<file path="src/rtl/fp_addsub.sv">
module fp_addsub #(
  parameter int EXP_W  = 8,
  parameter int FRAC_W = 23,
  localparam int WORD_W = 1 + EXP_W + FRAC_W
) (
  input  logic              clk,
  input  logic              rst_n,
  input  logic [WORD_W-1:0] opa,
  input  logic [WORD_W-1:0] opb,
  input  logic              op_sub,
  output logic [WORD_W-1:0] res,
  output logic              ovf,
  output logic              unf
);
  localparam int MW   = FRAC_W + 1;
  localparam int XW   = MW + 3;
  localparam int ZW   = $clog2(XW) + 1;
  localparam int SEW  = EXP_W + 3;
  localparam int EMAX = (1 << EXP_W) - 1;

  function automatic logic [ZW-1:0] lead0(input logic [XW-1:0] v);
    lead0 = ZW'(XW);
    for (int i = 0; i < XW; i++)
      if (v[i]) lead0 = ZW'(XW - 1 - i);
  endfunction

  logic [EXP_W-1:0] ea, eb;
  assign ea = opa[WORD_W-2:FRAC_W];
  assign eb = opb[WORD_W-2:FRAC_W];

  logic [WORD_W-2:0] ka, kb;
  assign ka = (ea == '0) ? '0 : opa[WORD_W-2:0];
  assign kb = (eb == '0) ? '0 : opb[WORD_W-2:0];

  logic sa, sb, a_big, s_l, eff_sub;
  assign sa      = opa[WORD_W-1];
  assign sb      = opb[WORD_W-1] ^ op_sub;
  assign a_big   = ka >= kb;
  assign s_l     = a_big ? sa : sb;
  assign eff_sub = sa ^ sb;

  logic [EXP_W-1:0]  e_l, e_s, diff;
  logic [WORD_W-2:0] k_l, k_s;
  assign k_l  = a_big ? ka : kb;
  assign k_s  = a_big ? kb : ka;
  assign e_l  = k_l[WORD_W-2:FRAC_W];
  assign e_s  = k_s[WORD_W-2:FRAC_W];
  assign diff = e_l - e_s;

  logic [XW-1:0] x_l, x_s, x_sh, x_al;
  logic          lost;
  assign x_l  = (e_l == '0) ? '0 : {1'b1, k_l[FRAC_W-1:0], 3'b000};
  assign x_s  = (e_s == '0) ? '0 : {1'b1, k_s[FRAC_W-1:0], 3'b000};
  assign x_sh = (32'(diff) >= XW) ? '0 : (x_s >> diff);
  assign lost = (32'(diff) >= XW) ? |x_s : |(x_s & ~({XW{1'b1}} << diff));
  assign x_al = {x_sh[XW-1:1], x_sh[0] | lost};

  logic [XW:0] raw;
  assign raw = eff_sub ? ({1'b0, x_l} - {1'b0, x_al}) : ({1'b0, x_l} + {1'b0, x_al});

  logic [ZW-1:0]         z;
  logic [XW-1:0]         norm;
  logic signed [SEW-1:0] e_n, e_f;
  logic [MW:0]           rnd;
  logic [MW-1:0]         mant;
  logic                  inc;
  logic [WORD_W-1:0]     res_d;
  logic                  ovf_d, unf_d;

  assign z = lead0(raw[XW-1:0]);

  always_comb begin
    if (raw[XW]) begin
      norm = {raw[XW:2], |raw[1:0]};
      e_n  = $signed(SEW'(e_l)) + 1;
    end else begin
      norm = raw[XW-1:0] << z;
      e_n  = $signed(SEW'(e_l)) - $signed(SEW'(z));
    end
    inc = norm[2] & (norm[1] | norm[0] | norm[3]);
    rnd = {1'b0, norm[XW-1:3]} + (MW+1)'(inc);
    if (rnd[MW]) begin
      mant = rnd[MW:1];
      e_f  = e_n + 1;
    end else begin
      mant = rnd[MW-1:0];
      e_f  = e_n;
    end
    ovf_d = 1'b0;
    unf_d = 1'b0;
    if (raw == '0) begin
      res_d = '0;
    end else if (e_f >= $signed(SEW'(EMAX))) begin
      ovf_d = 1'b1;
      res_d = {s_l, EXP_W'(EMAX - 1), {FRAC_W{1'b1}}};
    end else if (e_f <= 0) begin
      unf_d = 1'b1;
      res_d = '0;
    end else begin
      res_d = {s_l, e_f[EXP_W-1:0], mant[FRAC_W-1:0]};
    end
  end

  always_ff @(posedge clk) begin
    if (!rst_n) begin
      res <= '0;
      ovf <= 1'b0;
      unf <= 1'b0;
    end else begin
      res <= res_d;
      ovf <= ovf_d;
      unf <= unf_d;
    end
  end
endmodule

</file>
<file path="config.mk">
export PLATFORM = sky130hd
export DESIGN_NAME = fp_addsub
export DESIGN_NICKNAME = d
export VERILOG_FILES = /design/src/rtl/fp_addsub.sv
export SDC_FILE = /design/constraint.sdc
export NUM_CORES = 1
export LEC_CHECK = 0
export BUFFER_PORTS_ARGS = -buffer_cell sky130_fd_sc_hd__buf_2
export CORE_UTILIZATION = 39
export CTS_CLUSTER_DIAMETER = 60
export DETAILED_ROUTE_END_ITERATION = 8
export GPL_ROUTABILITY_DRIVEN = 1
export GPL_TIMING_DRIVEN = 0
export PLACE_DENSITY = 0.56
export SKIP_CTS_REPAIR_TIMING = 1
export SLEW_MARGIN = 20
export SYNTH_ARGS = -nofsm -noshare
export SYNTH_HDL_FRONTEND = slang
export SYNTH_SLANG_ARGS = --single-unit
</file>
<file path="constraint.sdc">
create_clock -name clk -period 16.35 [get_ports clk]
set_input_delay 0 -clock clk [delete_from_list [all_inputs] [get_ports clk]]
set_output_delay 0 -clock clk [all_outputs]
set_load 0.02 [all_outputs]
</file>
After elaboration in Yosys (flattened, before gate mapping)
Cells that the tools add are included.
{ "totals": {"reg_bits": 34, "output_inout_bits": 34, "elab_cells": 83} }
{ "classes": {"n_lt_le_gt_ge": 4, "shift": 3, "reduce_logical": 11, "n_bitwise": 9, "add_sub_neg": 7, "muxes": 45} }
{ "ops": {"columns": ["op", "count"], "rows": [
  ["6-bit 2-to-1 mux", 26],
  ["31-bit 2-to-1 mux", 4],
  ["27-bit 2-to-1 mux", 4],
  ["32-bit 2-to-1 mux", 2],
  ["27-bit OR reduction", 2],
  ["8-bit logical NOT", 4],
  ["31-bit >= comparator", 1],
  ["27-bit by 27-bit adder with 28-bit output", 1],
  ["28-bit logical NOT", 1],
  ["28-bit 2-to-1 mux", 1],
  ["27-bit by 27-bit subtractor with 28-bit output", 1],
  ["27-bit bitwise AND", 1],
  ["27-bit NOT", 1],
  ["27-bit by 6-bit left shift with 27-bit output", 1],
  ["27-bit by 8-bit left shift with 27-bit output, first input constant", 1],
  ["27-bit by 8-bit >> shifter with 27-bit output", 1],
  ["24-bit by 1-bit adder with 25-bit output", 1],
  ["23-bit 2-to-1 mux", 1],
  ["11-bit 2-to-1 mux", 2],
  ["11-bit by 2-bit adder with 11-bit output, second input constant", 1],
  ["11-bit by 9-bit >= comparator with 1-bit output, second input constant", 1],
  ["11-bit by 1-bit less-or-equal comparator with 1-bit output, second input constant", 1],
  ["8-bit by 1-bit adder with 9-bit output, second input constant", 1],
  ["8-bit by 6-bit subtractor with 9-bit output", 1],
  ["10 further kinds", 18]
]} }

Longest topological paths before layout
{ "logic_depth": {"depth_word": 50, "depth_mapped": 82, "depth_no_buf": 67} }

Worst setup path before layout
Ideal clock, no wire load.
{ "synth_path": {"path_type": "input port to flip-flop", "start": "input port opb[30]", "end": "register res[20]", "required_ns": 16.216, "path_stages": 74, "path_slack_ns": 1.532, "t_arrival_ns": 14.684, "cell_sequence": "nor4_1 -> nand2_1 -> clkbuf_1 -> buf_1 -> clkbuf_1 -> nand2_1 -> ha_1 -> nand4_1 -> nor4_1 -> a21oi_1 -> o211a_4 -> nand2_2 -> buf_6 -> buf_6 -> buf_2 -> buf_1 -> clkbuf_1 -> clkbuf_1 -> [38 not listed] -> buf_1 -> buf_1 -> ha_1 -> a21o_1 -> a21o_1 -> a21o_1 -> a211oi_1 -> or2_2 -> xor2_1 -> nor2_1 -> nand2_1 -> nor3_1 -> nand2_1 -> or4_4 -> mux2_4 -> o211ai_4 -> buf_4 -> o31ai_2"} }
{ "synth_via": {"elab_chain_len": 50, "elab_cells_between_ends": 69, "classes_between": "7 x add/sub; 4 x order compare; 3 x shift; 41 x mux; 6 x bitwise; 8 x reduce/logical"} }
{ "synth_lines": {"columns": ["element", "line_no", "text"], "rows": [
  ["from (decl)", "9", "input logic [WORD_W-1:0] opb,"],
  ["8-bit logical NOT", "33", "assign kb = (eb == '0) ? '0 : opb[WORD_W-2:0];"],
  ["31-bit 2-to-1 mux *", "33", null],
  ["31-bit >= comparator", "38", "assign a_big = ka >= kb;"],
  ["31-bit 2-to-1 mux, on equally long branches", "44, 45", null],
  ["8-bit subtractor", "48", "assign diff = e_l - e_s;"],
  ["27-bit by 8-bit left shift with 27-bit output", "55", "assign lost = (32'(diff) >= XW) ? |x_s : |(x_s & ~({XW{1'b1}} << diff));"],
  ["27-bit NOT", "55", null],
  ["27-bit bitwise AND", "55", null],
  ["[33 not listed]", null, null],
  ["27-bit 2-to-1 mux", "73", "if (raw[XW]) begin"],
  ["1-bit bitwise OR (2 in a row)", "80", "inc = norm[2] & (norm[1] | norm[0] | norm[3]);"],
  ["1-bit bitwise AND", "80", null],
  ["24-bit by 1-bit adder with 25-bit output", "81", "rnd = {1'b0, norm[XW-1:3]} + (MW+1)'(inc);"],
  ["11-bit 2-to-1 mux", "82", "if (rnd[MW]) begin"],
  ["11-bit by 1-bit less-or-equal comparator with 1-bit output", "96", "end else if (e_f <= 0) begin"],
  ["32-bit 2-to-1 mux", "96", null],
  ["32-bit 2-to-1 mux", "93", "end else if (e_f >= $signed(SEW'(EMAX))) begin"],
  ["to (signal assigned)", "110", "res <= res_d;"],
  ["to (decl)", "11", "output logic [WORD_W-1:0] res,"]
]} }
Every way passes the cells marked *; elsewhere a longest branch is shown, timed or not.
A chain may end at the register's enable or synchronous reset.

Worst setup path in the final report
{ "layout_path": {"start": "input port opb[26]", "end": "register res[17]"} }
The elaborated chain is that of the path after synthesis.

==> results.cfg <==
[outcome]
outcome = finished clean

[route]
first_pass_iters = 6
finalWirelength_mm = 69.1
dr.first_iter.drc_count = 2079
drcViolationCount = 0
viasPerCell = 6.73
vias = 17400
wl_per_cell_um = 26.8
ant_nets = 0

[floorplan]
core-area_um2 = 33600
chipWidth_um = 187
std_cell_rows = 67
die_h_um = 187
start_util = 0.397
die_area_um2 = 34900
io_pins = 101

[grt]
grt_pass1_wl_mm = 102
gr-usage-all-layers = 0.379
grt_pass1_vias = 16400
grt_overflow = 0
antenna_found_initial = 0
grt_max_degree = 12

[run]
drv_cap = 0

[setup_path]
cp_max_fo = 19
cp_num_buf_inv = 23
setup.worst_path.start_class = input port
end_kind = flip-flop
cp_common_cell = buf_4
crit_arrival_ns = 16.05
cp_top_family = simple AND/OR/NAND/NOR gates
max_stage_delay_ns = 0.59
slowest_stage = or4_4
worstPathRequired_ns = 16.52
worstSetupPathType = in -> reg

[yosys]
syn-cell-area_um2 = 13300
ys_ff_latch = 34
ys_seq_area_frac = 0.0511
syn_area_per_cell_um2 = 6.62
yosysWarningCount = 0
synth-async-reset-ratio = 0
ys_types = 128
synth_edf_count = 0
synthFlopType = dfxtp_1
syn_nets = 2149
netlist_instances = 2013

[sta]
hold_ws_ns = 0.102
relSlewSlack = 0.219
fin_crit_ns = 15.89
fin_crit_sh = 0.972
max_freq_mhz = 62.9
worst_slew_pin_slew_ns = 1.14
final.setup.tns_ns = 0
finalSetupViolations = 0
finalHoldViolations = 0
finalMaxSlewViolations = 0

[power]
p_leak_nw = 6.06
irDropWorstVdd_mv = 0.111
p_per_area_nw_per_um2 = 169
power_mw = 2.55

[clock_tree]
cts_root_buf = clkbuf_16
cts_sinks = 34
cts_made_buffers = 5
clk_path_buf_depth = 2
cts_max_level = 2
tritoncts = yes
clkSlewWorstSetupHoldPaths_ns = 0.05

[finish]
nFillCells = 3628
drive_above_1_share = 0.176
utilization = 0.448
nets = 2266
diodes = 0
stdcell_area_um2 = 15100
syn2layout_area_growth_pct = 13.0

[place]
gp_congestion = 1.05
place_area_um2 = 14400
dpl.hpwl_mm = 57.0
port_buffers = 100

[hold_path]
hp-class = in -> reg
==> layout make-up <==
class,count,area (µm²),area share
plain buffers,130,688,0.0457
clock buffers,7,143,0.00947
clock inverters,1,5.00,0.000332
inverters,62,238,0.0158
multi-input cells,1781,12100,0.805
flip-flops and latches,34,681,0.0452
well taps,448,561,0.0372
repair buffers,116,621,0.0412
==> cell families (layout without fill, tap and decap cells) <==
kind of cell               Yosys count  in the layout  share of synthesized area
AOI/OAI and AO/OA                  699            699                      0.379
xor gates and xnor gates            79             79                     0.0525
adders and majority gates           69             69                     0.0653
buffers and inverters              198            316                     0.0665
DFF                                 34             34                     0.0511
muxes                               75             75                     0.0679
and+or+nand+nor                    859            859                      0.318
==> report_power, final <==
part	leakage, nW	internal [mW]	switching, mW
combinational	5.70	0.742	1.60
clock	0.0739	0.0599	0.0285
sequential	0.283	0.115	0.00591
total	6.06	0.917	1.64
==> tightest hold or removal path: cells and delay by family <==
family          cells  cell delay [ns]
compound gates      1             0.08
simple gates        1             0.09
buf+inv             1             0.15
==> worst paths after layout <==
| kind | to | startpoint | cells after the start | slack, ns |
|---|---|---|---|---|
| hold / removal | res[31]$_SDFF_PP0_ | opa[31] | 3 | 0.10 |
| setup / recovery | res[17]$_SDFF_PP0_ | opb[26] | 78 | 0.46 |
==> layout by cell type, fill, tap and decap left out, types with 45 or more instances in the layout <==
master    instances
nand2_1         240
nor2_1          221
ha_1             63
mux2i_1          45
clkbuf_1         60
a21oi_1         166
o21ai_0         103
inv_1            56
nand3_1          73
buf_2           121
nor3_1           62
==> per-stage QoR <==
stage | setup slack, ns | cells
3_5_place_dp | -4.73 | 2561
4_1_cts | -4.49 | 2569
3_3_place_gp | -4.96 | 2561
5_1_grt | -0.123 | 2579
2_1_floorplan | 1.53 | 2013
6_report | 0.463 | 2579
==> cell usage after synthesis, types with 22 or more instances <==
cell type,count,area (µm²)
o21ai_0,106,531
xnor2_1,43,377
a211oi_1,31,233
nor4_1,22,138
nand2_1,247,927
nor3_1,66,330
a31oi_1,24,150
o211ai_1,30,225
dfxtp_1,34,681
a21o_1,30,225
xor2_1,35,307
clkbuf_1,78,293
mux2i_1,47,470
a21oi_1,172,861
nor2_1,225,845
nor2b_1,26,163
and2_1,39,244
nand3_1,73,365
and3_1,27,169
ha_1,68,851
inv_1,56,210
==> per-layer routing <==
layer / up-vias / GRT usage / wire [µm]
met2: 1065 / 0.621 / 31300
met5: - / 0 / 0
met4: 0 / 0.219 / 4310
met1: 8241 / 0.478 / 27800
met3: 234 / 0.0462 / 5730
li1: 7821 / - / -
==> registers in the layout, indices dropped and copies added (netlist names) <==
signal and cells:
res 32, unf 1, ovf 1
No activity file was read; power rests on OpenSTA's default activity.
